==> config.mk <==
export PLATFORM = sky130hd
export DESIGN_NAME = dmac_chain_ctrl
export DESIGN_NICKNAME = d
export VERILOG_FILES = /design/src/rtl/dcc_pkg.sv /design/src/rtl/dcc_seq.sv /design/src/rtl/dcc_irq.sv /design/src/rtl/dmac_chain_ctrl.sv
export SDC_FILE = /design/constraint.sdc
export NUM_CORES = 1
export LEC_CHECK = 0
export BUFFER_PORTS_ARGS = -buffer_cell sky130_fd_sc_hd__buf_2
export CAP_MARGIN = 25
export CORE_ASPECT_RATIO = 0.7
export CORE_MARGIN = 2
export CORE_UTILIZATION = 49
export DETAILED_ROUTE_END_ITERATION = 10
export GPL_TIMING_DRIVEN = 0
export PLACE_DENSITY = 0.84
export SLEW_MARGIN = 20
export SYNTH_ARGS = -nofsm -noshare
export SYNTH_HDL_FRONTEND = slang
export SYNTH_SLANG_ARGS = --single-unit
==> constraint.sdc <==
create_clock -name clk_i -period 3.7 [get_ports clk_i]
set_clock_uncertainty 0.05 [all_clocks]
set_input_delay 0.37 -clock clk_i [delete_from_list [all_inputs] [get_ports clk_i]]
set_output_delay 0.37 -clock clk_i [all_outputs]
set_load 0.1 [all_outputs]
==> src/rtl/dcc_pkg.sv <==
package dcc_pkg;
  typedef enum logic [1:0] {
    ST_IDLE  = 2'd0,
    ST_FETCH = 2'd1,
    ST_RUN   = 2'd2
  } dcc_state_e;

  localparam int unsigned IRQ_N    = 2;
  localparam int unsigned IRQ_BUF  = 0;
  localparam int unsigned IRQ_CHN  = 1;
endpackage

==> src/rtl/dcc_seq.sv <==
module dcc_seq
  import dcc_pkg::*;
#(
  parameter int unsigned AW = 32
) (
  input  logic          clk_i,
  input  logic          rst_ni,
  input  logic          en_set_i,
  input  logic          auto_i,
  input  logic [AW-1:0] head_ptr_i,
  input  logic          buf_done_i,
  input  logic          fetch_ack_i,
  input  logic [AW-1:0] fetch_next_i,
  input  logic          fetch_src_end_i,
  input  logic          fetch_dst_end_i,
  output logic          en_o,
  output logic          fetch_req_o,
  output logic [AW-1:0] fetch_addr_o,
  output logic          load_o,
  output logic          reload_o,
  output logic          done_o,
  output logic          buf_evt_o,
  output logic          chain_evt_o
);
  dcc_state_e    state_q;
  logic          auto_mode_q;
  logic          last_q;
  logic [AW-1:0] ptr_q;
  logic          load_q, reload_q, done_q;
  logic          desc_last;

  assign desc_last = fetch_src_end_i & fetch_dst_end_i & (fetch_next_i == '0);

  always_ff @(posedge clk_i or negedge rst_ni) begin
    if (!rst_ni) begin
      state_q     <= ST_IDLE;
      auto_mode_q <= 1'b0;
      last_q      <= 1'b0;
      ptr_q       <= '0;
      load_q      <= 1'b0;
      reload_q    <= 1'b0;
      done_q      <= 1'b0;
    end else begin
      load_q   <= 1'b0;
      reload_q <= 1'b0;
      done_q   <= 1'b0;
      unique case (state_q)
        ST_IDLE: begin
          if (en_set_i) begin
            auto_mode_q <= auto_i;
            last_q      <= 1'b0;
            ptr_q       <= head_ptr_i;
            if (auto_i) begin
              state_q <= ST_RUN;
              load_q  <= 1'b1;
            end else begin
              state_q <= ST_FETCH;
            end
          end
        end
        ST_FETCH: begin
          if (fetch_ack_i) begin
            ptr_q   <= fetch_next_i;
            last_q  <= desc_last;
            load_q  <= 1'b1;
            state_q <= ST_RUN;
          end
        end
        ST_RUN: begin
          if (buf_done_i) begin
            if (last_q) begin
              // chaining state sampled at the boundary says last buffer
              state_q <= ST_IDLE;
              done_q  <= 1'b1;
            end else if (auto_mode_q) begin
              reload_q <= 1'b1;
              if (!auto_i) last_q <= 1'b1;
            end else begin
              state_q <= ST_FETCH;
            end
          end
        end
        default: state_q <= ST_IDLE;
      endcase
    end
  end

  assign en_o         = (state_q != ST_IDLE);
  assign fetch_req_o  = (state_q == ST_FETCH);
  assign fetch_addr_o = ptr_q;
  assign load_o       = load_q;
  assign reload_o     = reload_q;
  assign done_o       = done_q;
  assign buf_evt_o    = (state_q == ST_RUN) & buf_done_i;
  assign chain_evt_o  = (state_q == ST_RUN) & buf_done_i & last_q;


  done_pulse_chk: assert property (@(posedge clk_i) disable iff (!rst_ni)
    done_o |=> !done_o);

  done_idle_chk: assert property (@(posedge clk_i) disable iff (!rst_ni)
    done_o |-> !en_o);

  fetch_hold_chk: assert property (@(posedge clk_i) disable iff (!rst_ni)
    (fetch_req_o && !fetch_ack_i) |=> (fetch_req_o && $stable(fetch_addr_o)));

  strobe_excl_chk: assert property (@(posedge clk_i) disable iff (!rst_ni)
    $onehot0({load_o, reload_o, done_o}));

  idle_done_chk: assert property (@(posedge clk_i) disable iff (!rst_ni)
    (!en_o && buf_done_i && !en_set_i) |=> (!en_o && !done_o && !reload_o && !load_o));
endmodule

==> src/rtl/dcc_irq.sv <==
module dcc_irq
  import dcc_pkg::*;
(
  input  logic             clk_i,
  input  logic             rst_ni,
  input  logic [IRQ_N-1:0] set_i,
  input  logic [IRQ_N-1:0] clr_i,
  input  logic [IRQ_N-1:0] mask_i,
  output logic [IRQ_N-1:0] irq_o
);
  logic [IRQ_N-1:0] st_q;

  for (genvar k = 0; k < IRQ_N; k++) begin : g_bit
    always_ff @(posedge clk_i or negedge rst_ni) begin
      if (!rst_ni) st_q[k] <= 1'b0;
      else         st_q[k] <= set_i[k] | (st_q[k] & ~clr_i[k]);
    end


    set_wins_chk: assert property (@(posedge clk_i) disable iff (!rst_ni)
      set_i[k] |=> st_q[k]);

    clr_chk: assert property (@(posedge clk_i) disable iff (!rst_ni)
      (clr_i[k] && !set_i[k]) |=> !st_q[k]);
  end

  assign irq_o = st_q & mask_i;
endmodule

==> src/rtl/dmac_chain_ctrl.sv <==
module dmac_chain_ctrl
  import dcc_pkg::*;
#(
  parameter int unsigned AW = 32
) (
  input  logic          clk_i,
  input  logic          rst_ni,
  input  logic          en_set_i,
  input  logic          auto_i,
  input  logic [AW-1:0] head_ptr_i,
  input  logic [1:0]    irq_mask_i,
  input  logic [1:0]    irq_clr_i,
  input  logic          buf_done_i,
  input  logic          fetch_ack_i,
  input  logic [AW-1:0] fetch_next_i,
  input  logic          fetch_src_end_i,
  input  logic          fetch_dst_end_i,
  output logic          en_o,
  output logic          fetch_req_o,
  output logic [AW-1:0] fetch_addr_o,
  output logic          load_o,
  output logic          reload_o,
  output logic          done_o,
  output logic [1:0]    irq_o
);
  logic             buf_evt, chain_evt;
  logic [IRQ_N-1:0] irq_set;

  dcc_seq #(.AW(AW)) u_seq (
    .clk_i           (clk_i),
    .rst_ni          (rst_ni),
    .en_set_i        (en_set_i),
    .auto_i          (auto_i),
    .head_ptr_i      (head_ptr_i),
    .buf_done_i      (buf_done_i),
    .fetch_ack_i     (fetch_ack_i),
    .fetch_next_i    (fetch_next_i),
    .fetch_src_end_i (fetch_src_end_i),
    .fetch_dst_end_i (fetch_dst_end_i),
    .en_o            (en_o),
    .fetch_req_o     (fetch_req_o),
    .fetch_addr_o    (fetch_addr_o),
    .load_o          (load_o),
    .reload_o        (reload_o),
    .done_o          (done_o),
    .buf_evt_o       (buf_evt),
    .chain_evt_o     (chain_evt)
  );

  always_comb begin
    irq_set          = '0;
    irq_set[IRQ_BUF] = buf_evt;
    irq_set[IRQ_CHN] = chain_evt;
  end

  dcc_irq u_irq (
    .clk_i  (clk_i),
    .rst_ni (rst_ni),
    .set_i  (irq_set),
    .clr_i  (irq_clr_i),
    .mask_i (irq_mask_i),
    .irq_o  (irq_o)
  );


  irq_mask_chk: assert property (@(posedge clk_i) disable iff (!rst_ni)
    (irq_o & ~irq_mask_i) == 2'b00);
endmodule

# Word-level counts from Yosys, hierarchy flattened
# Index checks and enable logic that the tools add are counted.
# word_totals
register_bits	41
mem_bits_rw	0
output_inout_bits	39
wordCells	63
in_bits	76
rom_bits	0
n_memories	0
latchBits	0
# classes
mux	28
multipliers	0
eq_ne	6
div	0
shift	0
n_lt_le_gt_ge	0
add_sub_neg	0
n_reduce_logical	9
bitwise	11
# op_table
op	count
32-bit 2-to-1 mux	2
32-bit one-hot mux with 2 select lines	1
32-bit zero test	1
1-bit 2-to-1 mux	16
2-bit 2-to-1 mux	6
4-bit AND reduction	2
1-bit AND	6
2-bit != test, second input constant	3
2-bit one-hot mux with 3 select lines	1
2-bit nonzero test	2
3-bit != test, second input constant	1
1-bit one-hot mux with 3 select lines	1
3-bit AND reduction	1
3-bit nonzero test	1
2-bit AND	1
2-bit by 1-bit == test with 1-bit output, second input constant	1
2-bit == test, second input constant	1
2-bit zero test	1
1-bit NOT	2
1-bit bitwise OR	2
1-bit one-hot mux with 2 select lines	1
2-bit AND reduction	1

# Logic depth before layout (Yosys ltp)
# Gate-level depths: netlist of the first run.
# logic_depth
ltp_word	5
ltp_mapped	8
ltp_nobuf	6

# Modules after synthesis
# A second synthesis of the first run with hierarchy kept.
# unflattened
hier_cells	166
hier_area_um2	2298.5
# by_module_without_submodules
module	area_per_inst_um2	cells_each	n_inst
dcc_seq	2213.4	158	1
dcc_irq	85.1	8	1

# Worst setup path before layout of the first run
# Ideal clock, no wire load.
# synth_path
kind	reg-to-reg
start	reg u_seq.state_q[1]
end	reg u_seq.ptr_q[10], in the netlist u_seq.fetch_addr_o[10]
setup_time_ns	0.126
t_arrival_ns	2.343
period_less_slack_ns	2.519
stages_incl_launch_ff	7
path_slack_ns	1.181
n_path_buf	2
required_ns	3.524
cell_sequence	dfrtp_1 > inv_1 > ha_1 > buf_6 > buf_2 > mux2_2 > mux2_4
# synth_between
elab_chain_cells	3
# synth_rtl
element	line	text
from (decl)	dcc_seq.sv:25	dcc_state_e state_q;
from (signal assigned)	dcc_seq.sv:36	state_q <= ST_IDLE;
from (signal assigned)	dcc_seq.sv:54	state_q <= ST_RUN;
from (signal assigned)	dcc_seq.sv:57	state_q <= ST_FETCH;
2-bit by 1-bit == test with 1-bit output *	-	
named net fetch_req_o	dmac_chain_ctrl.sv:19	output logic fetch_req_o,
2-bit != test (no source line) / 2-bit nonzero test (equally long branches)	-	
3-bit AND reduction (no source line)	-	
to (signal assigned)	dcc_seq.sv:52	ptr_q <= head_ptr_i;
to (signal assigned)	dcc_seq.sv:63	ptr_q <= fetch_next_i;
to (decl)	dcc_seq.sv:28	logic [AW-1:0] ptr_q;
# Mark *: on every way through the listed nets, which the timed path passes. The rest lies on a longest branch.
# A chain may end at the register's enable or synchronous reset.

# Worst setup path after layout of the first run
# layout_path
start	reg u_seq.state_q[0]
end	out en_o
# layout_between
elab_chain_cells	1
# layout_rtl
element	line	text
2-bit nonzero test	dcc_seq.sv:88	assign en_o = (state_q != ST_IDLE);
to (decl)	dmac_chain_ctrl.sv:18	output logic en_o,
# Every way passes these cells.

==> flow_summary.json, run 1 <==
{
  "crit_type": "flop to output port",
  "fmax_mhz": 479.6,
  "routedWlPerCell_um": 16.23,
  "cpLargestDelayFamily": "buffers and inverters",
  "ys_seq_elements": 41,
  "die_area_mm2": 0.005258,
  "grtUsageMet1": 0.2871,
  "cts.sink_count": 41,
  "initial_utilization": 0.5184,
  "grt_pass1_vias": 1693,
  "worstMarginPinSlew_ns": 0.4944,
  "timing.critical_path.arrival_ns": 1.67,
  "yosysWarningCount": 0,
  "rsz0062_at_grt": "no",
  "hold_viol_final": 18,
  "synth_top_area_frac": 0.4469,
  "gr-total-overflow": 0,
  "path_cells": "inv_1 -> ha_1 -> inv_2 -> buf_2",
  "die_w_um": 85.82,
  "crit_path_end_kind": "output port",
  "hold_path.class": "primary input to asynchronous set/reset pin",
  "rows": 20,
  "vias_per_cell": 5.206,
  "crit_path_start_kind": "flop",
  "syn_nets": 243,
  "diodes": 0,
  "synthTopCellsByArea": "dfrtp_1, mux2_4, mux2_2",
  "synth_area_mm2": 0.002296,
  "cts.clk_slew.worst_paths_ns": 0.08,
  "slowest_stage": "buf_2",
  "syn_area_per_cell_um2": 14.17,
  "core_mm2": 0.004429,
  "drt-pass1-iter-count": 9,
  "cts_setup_buffers": 0,
  "finalCritPeriodShare": 0.5635,
  "grt_usage": 0.2149,
  "netlist_instances": 162,
  "use_met3": 0.05764,
  "io_buffers": 114,
  "met2_usage": 0.3571,
  "antenna_found_initial": 0,
  "ant_nets": 0,
  "final-setup-viol-count": 0,
  "tns_ns": 0,
  "grt-busiest-layer": "met2",
  "hpwl_um": 4297,
  "slew_viol_final": 0,
  "crit_fanout": 5,
  "cts_htree_levels": 2,
  "worstSkewPairLatency_ns": 0.29,
  "cp.buffers_inverters": 3,
  "syn_to_final_growth_pct": 33.46,
  "max_cap_viol_count": 0,
  "fin_crit_ns": 2.085,
  "clock_path_buffers": 2,
  "remaining_drc_errors": 8,
  "violations": "design-rule violations, negative hold slack",
  "status": "complete, but fails checks",
  "dr.first_iter.drc_count": 98,
  "grt_pass1_wl_um": 8383,
  "wl_um": 5518,
  "maxSlewHeadroom": 0.6727,
  "post_cts_resized": 0,
  "ys_types": 31,
  "vias": 1770,
  "postCtsHoldBufs": 0,
  "io_pins": 115,
  "cts-root-buf": "clkbuf_8",
  "grt_max_degree": 42,
  "final_area_mm2": 0.003064,
  "cts-buffers-inserted": 5,
  "required_ns": 3.28,
  "yosysTopAreaCell": "dfrtp_1",
  "die_h_um": 61.27,
  "cts_tree": "yes",
  "seq_area_frac_synth": 0.4469,
  "gp_congestion": 0.7659,
  "postPlaceCellArea_mm2": 0.002935,
  "drive_gt1_frac": 0.6947,
  "critical_path.max_stage_delay_ns": 0.44,
  "hold_ws_ns": -0.02469,
  "final_nets": 365
}
[metrics by stage]
step                  util  worst slack (ns)  instances
global placement    0.6627             1.721        331
global route        0.6918             1.502        340
detailed placement  0.6627             1.651        331
floorplan                -             1.181        162
finish              0.6918             1.615        340
CTS                 0.6856             1.600        339
[final timing paths]
| check | from | end | slack (ns) | cells after the start |
|---|---|---|---|---|
| setup / recovery | u_seq.state_q[0] | en_o | 1.61 | 4 |
| hold / removal | rst_ni | u_seq.fetch_addr_o[9] | -0.02 | 1 |
| setup reg to reg | u_seq.state_q[1] | u_seq.fetch_addr_o[31] | 1.66 | 8 |
| hold reg to reg | u_seq.last_q | u_seq.reload_o | 0.44 | 1 |
| max in group asynchronous | rst_ni | u_seq.fetch_addr_o[25] | 3.15 | 2 |
| min in group clk_i | irq_clr_i[0] | u_irq.st_q[0] | 0.20 | 2 |
[placed cells by master, fill, tap and decap left out, drive strengths merged, types with 2 or more instances in the layout]
cell type,n
and2,2
buf,122
clkbuf,7
dfrtp,41
ha,5
inv,7
mux2,67
nand2,3
nand3,2
nor2,2
nor2b,2
nor3,2
nor4,6
o21ai,3
o22ai,2
[cell type report]
| type | instances | area (µm²) |
|---|---|---|
| Fill cell | 336 | 1365 |
| Multi-Input combinational cell | 107 | 1176 |
| Sequential cell | 41 | 1026 |
| Timing Repair Buffer | 115 | 598.1 |
| Clock buffer | 7 | 96.34 |
| Tap cell | 55 | 68.82 |
| Buffer | 7 | 60.06 |
| Inverter | 7 | 33.78 |
| Clock inverter | 1 | 5.005 |
[flip-flops by register name, indices dropped and copies added (netlist names)]
signal and flops:
u_irq.st_q 2, u_seq.auto_mode_q 1, u_seq.done_o 1, u_seq.fetch_addr_o 32, u_seq.last_q 1, u_seq.load_o 1, u_seq.reload_o 1, u_seq.state_q 2
[routing by layer]
layer	part of all wire	vias to the layer above
met5	0	-
li1	-	834
met4	0.0076	0
met1	0.44	863
met3	0.072	5
met2	0.48	68
[worst reg2reg max path, stage by stage (launching register included)]
cell,delay (ns)
dfrtp_1,0.44
inv_1,0.10
ha_1,0.21
buf_6,0.16
inv_8,0.06
o22ai_4,0.09
a21oi_4,0.26
buf_6,0.24
mux2_4,0.32
[cell usage after synthesis, drive strengths merged]
cell type  count
dfrtp         41
nor4           6
buf            7
a2bb2oi        1
a21oi          1
nor3           2
a32o           1
nor2           2
a311o          1
nor4b          1
o21ai          3
and2           2
mux2          67
nand2          3
o22ai          2
inv            7
ha             5
nor2b          2
a31o           1
nand3          2
o31a           1
o31ai          1
nor3b          1
nor4bb         1
nand4          1
[cell families after synthesis]
kind of cell | share of synthesized area
compound gates | 0.04905
simple gates | 0.05832
fa+ha+maj | 0.02725
flops | 0.4469
mux | 0.3777
buf+inv | 0.04087
Power of run 1 is left out: the tool's default activity adds up to more than one toggle a clock period on the data nets, which glitch-free logic cannot reach.
==> run 2: changes to the inputs <==
--- a/config.mk
+++ b/config.mk
@@ -9,10 +9,10 @@
 export CAP_MARGIN = 25
 export CORE_ASPECT_RATIO = 0.7
 export CORE_MARGIN = 2
-export CORE_UTILIZATION = 49
+export CORE_UTILIZATION = 41
 export DETAILED_ROUTE_END_ITERATION = 10
 export GPL_TIMING_DRIVEN = 0
-export PLACE_DENSITY = 0.84
+export PLACE_DENSITY = 0.75
 export SLEW_MARGIN = 20
 export SYNTH_ARGS = -nofsm -noshare
 export SYNTH_HDL_FRONTEND = slang
==> constraint.sdc (replaced) <==
create_clock -name clk_i -period 1.9 [get_ports clk_i]
set_clock_uncertainty 0.05 [all_clocks]
set_input_delay 0.19 -clock clk_i [delete_from_list [all_inputs] [get_ports clk_i]]
set_output_delay 0.19 -clock clk_i [all_outputs]
set_load 0.1 [all_outputs]
==> run 2 against run 1 <==
Global-route usage down 3.1 points. Die area up 18%. Utilization down 9.7 points. The flow finishes with violations (negative hold slack). Critical path type is now flop to flop.
==> flow_summary.json, run 2 (same netlist as run 1, synthesis figures left out) <==
{
  "crit_path_end_kind": "flop",
  "worstSkewPairLatency_ns": 0.28,
  "required_ns": 2.02,
  "final_nets": 367,
  "n_fill_cell": 441,
  "cts-buffers-inserted": 5,
  "r2r_end": "u_seq.fetch_addr_o[24]",
  "cts.sink_count": 41,
  "ff2ff_path_depth": 8,
  "rows": 22,
  "path_cells": "inv_2 -> ha_4 -> inv_8 -> o22ai_4 -> a21oi_4 -> buf_12 -> clkbuf_16 -> mux2_4",
  "dp_slack_ns": -0.01854,
  "postCtsHoldBufs": 0,
  "postLayoutCoreUtil": 0.5944,
  "violations": "negative hold slack",
  "finalCritPeriodShare": 0.9648,
  "grt_usage": 0.1837,
  "worstMarginPinSlew_ns": 0.9016,
  "hold_viol_final": 25,
  "io_pins": 115,
  "cts_tree": "yes",
  "hold_path.class": "primary input to asynchronous set/reset pin",
  "regArea_mm2": 0.001028,
  "diodes": 0,
  "slowest_stage": "dfrtp_2",
  "wl_um": 5610,
  "crit_path_start_kind": "flop",
  "core_mm2": 0.005313,
  "largest_reg_flops": 32,
  "cp.buffers_inverters": 4,
  "critical_path.max_stage_delay_ns": 0.45,
  "initial_utilization": 0.4322,
  "die_area_mm2": 0.006224,
  "dr.first_iter.drc_count": 61,
  "final_common_cell": "buf_2",
  "multi_input_area_mm2": 0.001205,
  "remaining_drc_errors": 0,
  "drive_gt1_frac": 0.7108,
  "die_h_um": 66.61,
  "grt_pass1_vias": 1731,
  "cpLargestDelayFamily": "buffers and inverters",
  "hold_ws_ns": -0.02058,
  "cts_htree_levels": 2,
  "rsz0062_at_grt": "no",
  "final_cell_mix": "buf_2, dfrtp_1, mux2_2",
  "final.setup.worst_slack_ns": 0.06687,
  "crit_type": "flop to flop",
  "timing.critical_path.arrival_ns": 1.95,
  "grt_pass1_wl_um": 8576,
  "vias": 1763,
  "grt_max_degree": 42,
  "cts-root-buf": "clkbuf_8",
  "slew_viol_final": 0,
  "syn_to_final_growth_pct": 37.55,
  "clock_path_buffers": 2,
  "max_cap_viol_count": 0,
  "fmax_mhz": 545.5,
  "io_buffers": 114,
  "antenna_found_initial": 0,
  "ant_nets": 0,
  "hpwl_um": 4278,
  "maxSlewHeadroom": 0.3989,
  "rr_startpoint": "u_seq.state_q[1]",
  "status": "complete, but fails checks",
  "crit_fanout": 9,
  "cts.clk_slew.worst_paths_ns": 0.08,
  "gr-total-overflow": 0,
  "fin_crit_ns": 1.833,
  "ff2ff_setup_slack_ns": 0.07,
  "die_w_um": 93.44,
  "drt-pass1-iter-count": 4,
  "vias_per_cell": 4.911,
  "final-setup-viol-count": 0,
  "gp_congestion": 0.8811,
  "routedWlPerCell_um": 15.63
}
run 2: changes by cell type in the layout (fill, tap and decap cells not counted), sizes merged:
cell	before	now
buf	122	123
clkinv	1	0
clkbuf	7	9
run 2: how the worst max path moves through the flow:
stage,start,slack (ns),depth (start not counted),to
after floorplan,u_seq.state_q[1],-0.06,8,u_seq.fetch_addr_o[0]
after global placement,u_seq.state_q[1],-0.007,8,u_seq.fetch_addr_o[25]
after detailed placement,u_seq.state_q[1],-0.02,8,u_seq.fetch_addr_o[23]
after CTS,u_seq.state_q[1],0.01,8,u_seq.fetch_addr_o[25]
after global routing,u_seq.state_q[1],0.01,8,u_seq.fetch_addr_o[1]
final,u_seq.state_q[1],0.07,8,u_seq.fetch_addr_o[24]
run 2: per-stage QoR:
step,std cells,area [µm²],TNS (ns)
4_1_cts,356,3073,0
3_5_place_dp,348,2992,-0.2730
6_report,359,3158,0
5_1_grt,359,3158,0
3_3_place_gp,348,2992,-0.08505
2_1_floorplan,162,2331,-1.925
run 2: area by class of cell:
type / count / area share
multi-input cells: 107 / 0.3815
flip-flops and latches: 41 / 0.3257
repair buffers: 118 / 0.1997
well taps: 72 / 0.02853
plain buffers: 6 / 0.02615
clock buffers: 8 / 0.02536
inverters: 7 / 0.01307
run 2: repair_timing:
item | in CTS | in global routing
setup endpoints to repair | 30 | 30
pin swaps | 0 | 1
gates resized for setup | 1 | 7
setup buffers | 0 | 3
cloned | 0 | 1
endpoints found under the hold margin | 0 | 0
run 2: per-layer routing:
layer  vias up  GRT usage  part of all wire
met5         -          0                 0
met4         0    0.03860            0.0061
met3         2    0.04299             0.061
met2        62     0.2995              0.46
met1       859     0.2513              0.47
li1        840          -                 -
Power of run 2 is left out for the same reason.
